## config.mk

```make
export PLATFORM = sky130hd
export DESIGN_NAME = spi_fifo_master
export DESIGN_NICKNAME = d
export VERILOG_FILES = /design/src/rtl/spi_eng_pkg.sv /design/src/rtl/spi_word_fifo.sv /design/src/rtl/spi_shift_core.sv /design/src/rtl/spi_fifo_master.sv
export SDC_FILE = /design/constraint.sdc
export NUM_CORES = 1
export LEC_CHECK = 0
export ABC_CLOCK_PERIOD_IN_PS = 5300
export BUFFER_PORTS_ARGS = -buffer_cell sky130_fd_sc_hd__buf_2
export CORE_MARGIN = 4
export CORE_UTILIZATION = 55
export CTS_BUF_LIST = sky130_fd_sc_hd__clkbuf_16
export CTS_CLUSTER_SIZE = 28
export DETAILED_ROUTE_END_ITERATION = 8
export GPL_ROUTABILITY_DRIVEN = 0
export PLACE_DENSITY = 0.78
export SLEW_MARGIN = 20
export SYNTH_ARGS = -nofsm -noshare
export SYNTH_HDL_FRONTEND = slang
export SYNTH_HIERARCHICAL = 1
export SYNTH_SLANG_ARGS = --single-unit
```

## constraint.sdc

```tcl
create_clock -name clk -period 5.3 [get_ports clk]
set_input_delay 0.265 -clock clk [delete_from_list [all_inputs] [get_ports clk]]
set_output_delay 0.265 -clock clk [all_outputs]
set_load 0.01 [all_outputs]
```

## src/rtl/spi_eng_pkg.sv

```systemverilog
package spi_eng_pkg;
   localparam int LEN_W     = 5;
   localparam int DIV_W     = 7;
   localparam int MIN_WLEN  = 4;
   localparam int DEF_WLEN  = 8;
   localparam int NUM_EV    = 3;

   localparam int EV_DONE   = 0;
   localparam int EV_STARVE = 1;
   localparam int EV_OVER   = 2;

   localparam logic [2:0] A_CTRL   = 3'd0;
   localparam logic [2:0] A_CFG    = 3'd1;
   localparam logic [2:0] A_MASK   = 3'd2;
   localparam logic [2:0] A_EVENT  = 3'd3;
   localparam logic [2:0] A_STATUS = 3'd4;
   localparam logic [2:0] A_DATA   = 3'd5;

   typedef struct packed {
      logic [DIV_W-1:0] half_div;
      logic             loopback;
      logic             lsb_first;
      logic             cap_lead;
      logic             rest_hi;
      logic [LEN_W-1:0] wlen;
   } spi_cfg_t;

   typedef enum logic [1:0] {
      SH_IDLE  = 2'd0,
      SH_LOAD  = 2'd1,
      SH_SHIFT = 2'd2,
      SH_PARK  = 2'd3
   } sh_state_t;
endpackage

```

## src/rtl/spi_word_fifo.sv

```systemverilog
module spi_word_fifo #(
   parameter int W     = 25,
   parameter int DEPTH = 8
) (
   input  logic         clk,
   input  logic         rst_n,
   input  logic         flush,
   input  logic         push,
   input  logic [W-1:0] wdata,
   input  logic         pop,
   output logic [W-1:0] rdata,
   output logic         empty,
   output logic         full
);
   localparam int AW = $clog2(DEPTH);

   generate
      if (DEPTH < 2 || (DEPTH & (DEPTH - 1)) != 0) begin : g_bad_depth
         $error("spi_word_fifo: DEPTH must be a power of two, at least 2");
      end
   endgenerate

   logic [W-1:0]  mem [DEPTH];
   logic [AW-1:0] wp, rp;
   logic [AW:0]   cnt;
   logic          do_push, do_pop;

   assign do_push = push & ~full;
   assign do_pop  = pop & ~empty;
   assign empty   = (cnt == '0);
   assign full    = (cnt == (AW+1)'(DEPTH));
   assign rdata   = mem[rp];

   always_ff @(posedge clk or negedge rst_n) begin
      if (!rst_n) begin
         wp  <= '0;
         rp  <= '0;
         cnt <= '0;
      end else if (flush) begin
         wp  <= '0;
         rp  <= '0;
         cnt <= '0;
      end else begin
         if (do_push) wp <= wp + 1'b1;
         if (do_pop)  rp <= rp + 1'b1;
         cnt <= cnt + (AW+1)'(do_push) - (AW+1)'(do_pop);
      end
   end

   always_ff @(posedge clk) begin
      if (do_push && !flush) mem[wp] <= wdata;
   end

   // a push into a full queue must not disturb what is stored
   assert_no_overflow_R9: assert property (@(posedge clk) disable iff (!rst_n)
      (push && full && !pop && !flush) |=> (cnt == $past(cnt)));

   // flush leaves the queue empty on the next cycle
   assert_flush_empty_R11: assert property (@(posedge clk) disable iff (!rst_n)
      flush |=> empty);
endmodule

```

## src/rtl/spi_shift_core.sv

```systemverilog
module spi_shift_core
   import spi_eng_pkg::*;
#(
   parameter int MAXW = 24
) (
   input  logic            clk,
   input  logic            rst_n,
   input  logic            run_ok,
   input  logic            start,
   input  spi_cfg_t        cfg,
   input  logic            tx_empty,
   input  logic [MAXW:0]   tx_word,
   input  logic            starve_flag,
   input  logic            miso,
   output logic            tx_pop,
   output logic            rx_push,
   output logic [MAXW-1:0] rx_word,
   output logic            done_p,
   output logic            starve_p,
   output logic            busy,
   output logic            sclk,
   output logic            mosi
);
   sh_state_t         state;
   logic [DIV_W-1:0]  tick_cnt;
   logic              half_b;
   logic [LEN_W-1:0]  idx;
   logic [MAXW-1:0]   shreg;
   logic [MAXW-1:0]   rxacc;
   logic              last_q;
   logic              out_bit;
   logic              sclk_q;
   logic              miso_in;
   logic              tick;
   logic              end_word;

   function automatic logic [LEN_W-1:0] bpos(input logic [LEN_W-1:0] i);
      return cfg.lsb_first ? i : LEN_W'(cfg.wlen - LEN_W'(1) - i);
   endfunction

   assign miso_in  = cfg.loopback ? out_bit : miso;
   assign tick     = (tick_cnt == cfg.half_div);
   assign end_word = (state == SH_SHIFT) && tick && half_b && (idx == cfg.wlen - LEN_W'(1));
   assign tx_pop   = (state == SH_LOAD) && !tx_empty;
   assign starve_p = (state == SH_LOAD) && tx_empty;
   assign rx_push  = end_word;
   assign done_p   = end_word && last_q;
   assign busy     = (state != SH_IDLE);
   assign sclk     = sclk_q;
   assign mosi     = out_bit;

   always_comb begin
      rx_word = rxacc;
      if (!cfg.cap_lead) rx_word[bpos(idx)] = miso_in;
   end

   always_ff @(posedge clk or negedge rst_n) begin
      if (!rst_n) begin
         state    <= SH_IDLE;
         tick_cnt <= '0;
         half_b   <= 1'b0;
         idx      <= '0;
         shreg    <= '0;
         rxacc    <= '0;
         last_q   <= 1'b0;
         out_bit  <= 1'b0;
         sclk_q   <= 1'b0;
      end else if (!run_ok) begin
         state    <= SH_IDLE;
         tick_cnt <= '0;
         half_b   <= 1'b0;
         sclk_q   <= cfg.rest_hi;
      end else begin
         case (state)
            SH_IDLE: begin
               sclk_q <= cfg.rest_hi;
               if (start && !tx_empty) state <= SH_LOAD;
            end
            SH_LOAD: begin
               sclk_q <= cfg.rest_hi;
               if (!tx_empty) begin
                  shreg    <= tx_word[MAXW-1:0];
                  last_q   <= tx_word[MAXW];
                  idx      <= '0;
                  half_b   <= 1'b0;
                  tick_cnt <= '0;
                  rxacc    <= '0;
                  if (cfg.cap_lead) out_bit <= tx_word[bpos('0)];
                  state    <= SH_SHIFT;
               end else begin
                  state <= SH_PARK;
               end
            end
            SH_PARK: begin
               sclk_q <= cfg.rest_hi;
               if (start && !starve_flag && !tx_empty) state <= SH_LOAD;
            end
            default: begin
               if (!tick) begin
                  tick_cnt <= tick_cnt + 1'b1;
               end else begin
                  tick_cnt <= '0;
                  if (!half_b) begin
                     half_b <= 1'b1;
                     sclk_q <= ~cfg.rest_hi;
                     if (cfg.cap_lead) rxacc[bpos(idx)] <= miso_in;
                     else              out_bit <= shreg[bpos(idx)];
                  end else begin
                     half_b <= 1'b0;
                     sclk_q <= cfg.rest_hi;
                     if (!cfg.cap_lead) rxacc[bpos(idx)] <= miso_in;
                     if (idx == cfg.wlen - LEN_W'(1)) begin
                        state <= last_q ? SH_IDLE : SH_LOAD;
                     end else begin
                        idx <= idx + 1'b1;
                        if (cfg.cap_lead) out_bit <= shreg[bpos(LEN_W'(idx + 1'b1))];
                     end
                  end
               end
            end
         endcase
      end
   end

   // clock rests at the configured level while idle
   assert_idle_rest_R3: assert property (@(posedge clk) disable iff (!rst_n)
      (state == SH_IDLE && $past(state == SH_IDLE) && $stable(cfg.rest_hi))
      |-> (sclk_q == cfg.rest_hi));

   // the marked word ends the transfer
   assert_done_stops_R7: assert property (@(posedge clk) disable iff (!rst_n)
      done_p |=> (state == SH_IDLE));

   // starvation parks the engine
   assert_starve_park_R8: assert property (@(posedge clk) disable iff (!rst_n)
      (starve_p && run_ok) |=> (state == SH_PARK));

   // no clock activity while parked
   assert_park_quiet_R8: assert property (@(posedge clk) disable iff (!rst_n)
      (state == SH_PARK && $past(state == SH_PARK)) |-> $stable(sclk_q));
endmodule

```

## src/rtl/spi_fifo_master.sv

```systemverilog
module spi_fifo_master
   import spi_eng_pkg::*;
#(
   parameter int MAXW  = 24,
   parameter int DEPTH = 8
) (
   input  logic        clk,
   input  logic        rst_n,
   input  logic [2:0]  addr,
   input  logic        wr_en,
   input  logic [31:0] wdata,
   input  logic        rd_en,
   output logic [31:0] rdata,
   output logic        irq,
   output logic        sclk,
   output logic        mosi,
   input  logic        miso
);
   generate
      if (MAXW < MIN_WLEN || MAXW > 31 || MAXW >= (1 << LEN_W)) begin : g_bad_maxw
         $error("spi_fifo_master: MAXW out of range");
      end
   endgenerate

   spi_cfg_t          cfg_q;
   logic              en_q, ready_q, flush_q;
   logic [NUM_EV-1:0] mask_q, ev_q, ev_set, ev_clr;
   logic              wr_ctrl, wr_cfg, start_p, len_ok;
   logic              tx_empty, tx_full, rx_empty, rx_full;
   logic              tx_pop, rx_push, done_p, starve_p, busy;
   logic [MAXW:0]     tx_word;
   logic [MAXW-1:0]   rx_word, rx_head;
   logic              unused_wdata;

   assign unused_wdata = &{1'b0, wdata[31:MAXW+1]};
   assign wr_ctrl = wr_en && (addr == A_CTRL);
   assign wr_cfg  = wr_en && (addr == A_CFG);
   assign start_p = wr_ctrl && wdata[1];
   assign len_ok  = (wdata[LEN_W-1:0] >= LEN_W'(MIN_WLEN)) && (wdata[LEN_W-1:0] <= LEN_W'(MAXW));
   assign ev_clr  = (wr_en && addr == A_EVENT) ? wdata[NUM_EV-1:0] : '0;

   always_comb begin
      ev_set            = '0;
      ev_set[EV_DONE]   = done_p;
      ev_set[EV_STARVE] = starve_p;
      ev_set[EV_OVER]   = rx_push && rx_full;
   end

   always_ff @(posedge clk or negedge rst_n) begin
      if (!rst_n) begin
         en_q    <= 1'b0;
         ready_q <= 1'b0;
         flush_q <= 1'b0;
         mask_q  <= '0;
         ev_q    <= '0;
         cfg_q   <= '{half_div: '0, loopback: 1'b0, lsb_first: 1'b0,
                      cap_lead: 1'b0, rest_hi: 1'b0, wlen: LEN_W'(DEF_WLEN)};
      end else begin
         ready_q <= en_q;
         flush_q <= wr_ctrl && wdata[2];
         if (wr_ctrl) en_q <= wdata[0];
         if (wr_cfg && !en_q && len_ok) cfg_q <= spi_cfg_t'(wdata[$bits(spi_cfg_t)-1:0]);
         if (wr_en && addr == A_MASK) mask_q <= wdata[NUM_EV-1:0];
         ev_q <= (ev_q & ~ev_clr) | ev_set;
      end
   end

   assign irq = |(ev_q & mask_q);

   always_comb begin
      rdata = '0;
      case (addr)
         A_CTRL:   rdata = {29'd0, flush_q, 1'b0, en_q};
         A_CFG:    rdata = 32'(cfg_q);
         A_MASK:   rdata = 32'(mask_q);
         A_EVENT:  rdata = 32'(ev_q);
         A_STATUS: rdata = {27'd0, busy, irq, tx_full, rx_empty, ready_q};
         A_DATA:   rdata = 32'(rx_head);
         default:  rdata = '0;
      endcase
   end

   spi_word_fifo #(.W(MAXW + 1), .DEPTH(DEPTH)) u_txq (
      .clk(clk), .rst_n(rst_n), .flush(flush_q),
      .push(wr_en && addr == A_DATA), .wdata(wdata[MAXW:0]),
      .pop(tx_pop), .rdata(tx_word), .empty(tx_empty), .full(tx_full));

   spi_word_fifo #(.W(MAXW), .DEPTH(DEPTH)) u_rxq (
      .clk(clk), .rst_n(rst_n), .flush(flush_q),
      .push(rx_push), .wdata(rx_word),
      .pop(rd_en && addr == A_DATA), .rdata(rx_head), .empty(rx_empty), .full(rx_full));

   spi_shift_core #(.MAXW(MAXW)) u_core (
      .clk(clk), .rst_n(rst_n), .run_ok(en_q && ready_q), .start(start_p),
      .cfg(cfg_q), .tx_empty(tx_empty), .tx_word(tx_word),
      .starve_flag(ev_q[EV_STARVE]), .miso(miso),
      .tx_pop(tx_pop), .rx_push(rx_push), .rx_word(rx_word),
      .done_p(done_p), .starve_p(starve_p), .busy(busy),
      .sclk(sclk), .mosi(mosi));

   // configuration is frozen while enabled
   assert_cfg_frozen_R2: assert property (@(posedge clk) disable iff (!rst_n)
      (en_q && $past(en_q)) |-> $stable(cfg_q));

   // write-one-to-clear of the done flag
   assert_ev_clear_R10: assert property (@(posedge clk) disable iff (!rst_n)
      (wr_en && addr == A_EVENT && wdata[EV_DONE] && !done_p) |=> !ev_q[EV_DONE]);

   // a word arriving at a full receive queue raises the overflow flag
   assert_rx_over_R9: assert property (@(posedge clk) disable iff (!rst_n)
      (rx_push && rx_full) |=> ev_q[EV_OVER]);
endmodule

```

==> reports/results.tsv <==
metric	value	unit
vias per cell	6.20	
final hold violation count	0	
leading area contributor after synthesis	edfxtp_1	
post-synthesis sequential area ratio	0.635	
cell chain of the critical path	nor3_1 > xor2_1 > ha_1 > nand2_1 > nor4bb_1 > and3_1 > and2_1 > inv_1 > or4_1 > nor2_2 > buf_12	
type of the worst setup path	reg2reg	
EDFF count, synth	392	
most common cell in the netlist	edfxtp_1	
yosys warns	6	
Rows	74	
Net count, final	1557	
Period minus WS final	4.57	ns
CTS buffer count	49	
Clk Latency, worst-skew pair	0.59	ns
fraction of layout cells with a size suffix above 1	0.231	
Synth area leaders	edfxtp_1, dfrtp_1, mux4_1	
die span in y	212	um
Tightest Pin Transition	1.10	ns
initial core utilization	0.558	
first-pass GRT wire length	75700	um
Root Buffer	clkbuf_16	
top post-synthesis cells by count	edfxtp_1, mux2_2, dfrtp_1	
Worst Hold Slack	0.0230	ns
hold path cells	1	
Mapped Avg Cell Area	16.6	sq um
synthesized instance count	1382	
Sum Neg Setup Slack	0	ns
status	completed	
PortBufs	59	
clk slew on worst S/H paths	0.06	ns
PD cells	432	nW/um^2
Filler cells	2803	
Synth Flop Type	edfxtp_1	
FF+latch count, synth	503	
Die W	212	um
clock buffer depth	3	
endpoint class of the critical path	flop	
Post-synth ARST share	0.221	
synthesized area	22900	sq um
all-layer global routing usage	0.219	
CTS H-tree depth	2	
Final Cycle Share	0.861	
HP Class	in2reg	
diode count	0	
Detailed Routing Iterations Pass 1	6	
DRT antenna net count	0	
WL/cell	23.6	um
R2R depth	11	
Layout Cells excl Fill	2049	
TritonCTS clock tree	built	
Final setup viols	0	
Lkg Pwr	0.00913	uW
CP max FO	19	
I/O pins	75	
max-slew headroom at the worst pin	0.263	
Vias	12700	
First DRT Iteration DRCs	1214	
post-DP HPWL	29800	um
area grow syn2layout	11.7	%
Residual DRC	0	
Core Area	41000	sq um
max-slew violations	0	
CP arrival	4.84	ns
Die ar.	45000	sq um
total grt overflow	0	
FMAX	219	MHz
unrepaired setup endpoints after global routing	false	
CP Launch Type	flop	
placed insts	1943	
library cells used by synthesis	81	
Max VDD drop	0.000260	V
top cell type's share of synthesized area	0.514	
Total Wirelength	48300	um
largest net degree at the start of global routing	77	
Required @ worst endpoint	5.58	ns
CP max stage cell	or4_1	
clock sink count	503	
max_cap viols	0	
max incr delay on CP	0.68	ns
initial antenna violation count	0	
vias in the first global route	12900	
Setup Skew	0.0200	ns
CTS resizes	0	
==> critical path, delay by kind of cell (launching register included) <==
kind | cells | cell delay, ns
flip-flops | 1 | 0.47
XOR/XNOR | 1 | 0.51
adder cells (fa/ha/maj) | 1 | 0.30
AND/OR/NAND/NOR | 7 | 2.59
buffers and inverters | 2 | 0.35
==> state kept, by name, summed over array words and instances, names as in the netlist, 4 cells and up <==
register         count
cfg_q               16
u_txq/cnt            4
u_txq/mem          200
u_core/idx           5
u_core/shreg        24
u_rxq/mem          192
u_core/rxacc        24
u_core/tick_cnt      7
u_rxq/cnt            4
==> layout make-up <==
type,instances,area (sq um),share of cell area
Clock buffer,51,1280,0.0499
Inverter,38,143,0.00558
Multi-Input combinational cell,776,7870,0.307
Timing Repair Buffer,113,813,0.0318
Clock inverter,36,264,0.0103
Sequential cell,503,14600,0.569
Tap cell,532,666,0.0260
==> layout by cell type (no fill, tap or decap), types with 32 or more instances in the layout <==
| master | Yosys | final |
|---|---|---|
| o21ai_0 | 70 | 69 |
| mux2_2 | 127 | 127 |
| edfxtp_1 | 392 | 392 |
| nand2_1 | 71 | 71 |
| a21oi_1 | 45 | 45 |
| inv_1 | 37 | 47 |
| nor2_1 | 47 | 35 |
| buf_2 | 10 | 58 |
| dfrtp_1 | 110 | 107 |
| clkbuf_16 | 0 | 51 |
| mux4_1 | 87 | 87 |
| ha_1 | 32 | 32 |
==> repair_timing <==
action                                  4_1_cts  5_1_grt
endpoints found under the hold margin       175        0
buffers inserted                              0        0
hold buffers                                 19        0
endpoints found under the setup margin        0        0
==> metrics by stage <==
stage               total power [uW]  cell area (sq um)  setup slack (ns)   util
floorplan                       7030              22900             0.216      -
global placement                7650              23900              1.05  0.582
detailed placement              7730              23900             0.896  0.582
CTS                            11100              25600             0.786  0.624
global route                   11600              25600             0.399  0.624
finish                         11100              25600             0.734  0.624
==> cell families (layout without fill, tap and decap cells) <==
family,after synthesis,after routing,share of synthesized area
AO/OA/AOI/OAI,188,188,0.0518
XOR/XNOR,26,26,0.0117
adder cells (fa/ha/maj),36,36,0.0210
buffers and inverters,110,238,0.0248
flip-flops,503,503,0.635
multiplexers,257,257,0.191
other,1,8,0.000164
AND/OR/NAND/NOR,261,261,0.0638
==> final timing paths <==
check	from	to	slack (ns)
worst min register to register	en_q	ready_q	0.44
max in group asynchronous	rst_n	u_core/rxacc[21]	3.70
worst min-delay path	wdata[13]	u_txq/mem[0][13]	0.02
min in group asynchronous	rst_n	u_txq/rp[1]	0.19
worst max register to register	cfg_q[2]	u_rxq/mem[2][12]	0.73
worst max-delay path	cfg_q[2]	u_rxq/mem[2][12]	0.73
==> layer usage <==
layer  track usage  wire (um)
met2         0.349      23100
met3        0.0381       2960
met5             0          0
met1         0.315      20900
met4        0.0671       1270
==> power by group <==
group	leakage [uW]	internal, uW	switching [uW]
sequential	0.00483	4450	225
combinational	0.00350	1380	1660
clock	0.000796	1930	1420
total	0.00913	7750	3300
Note: power is estimated with default switching activity, not from simulation.
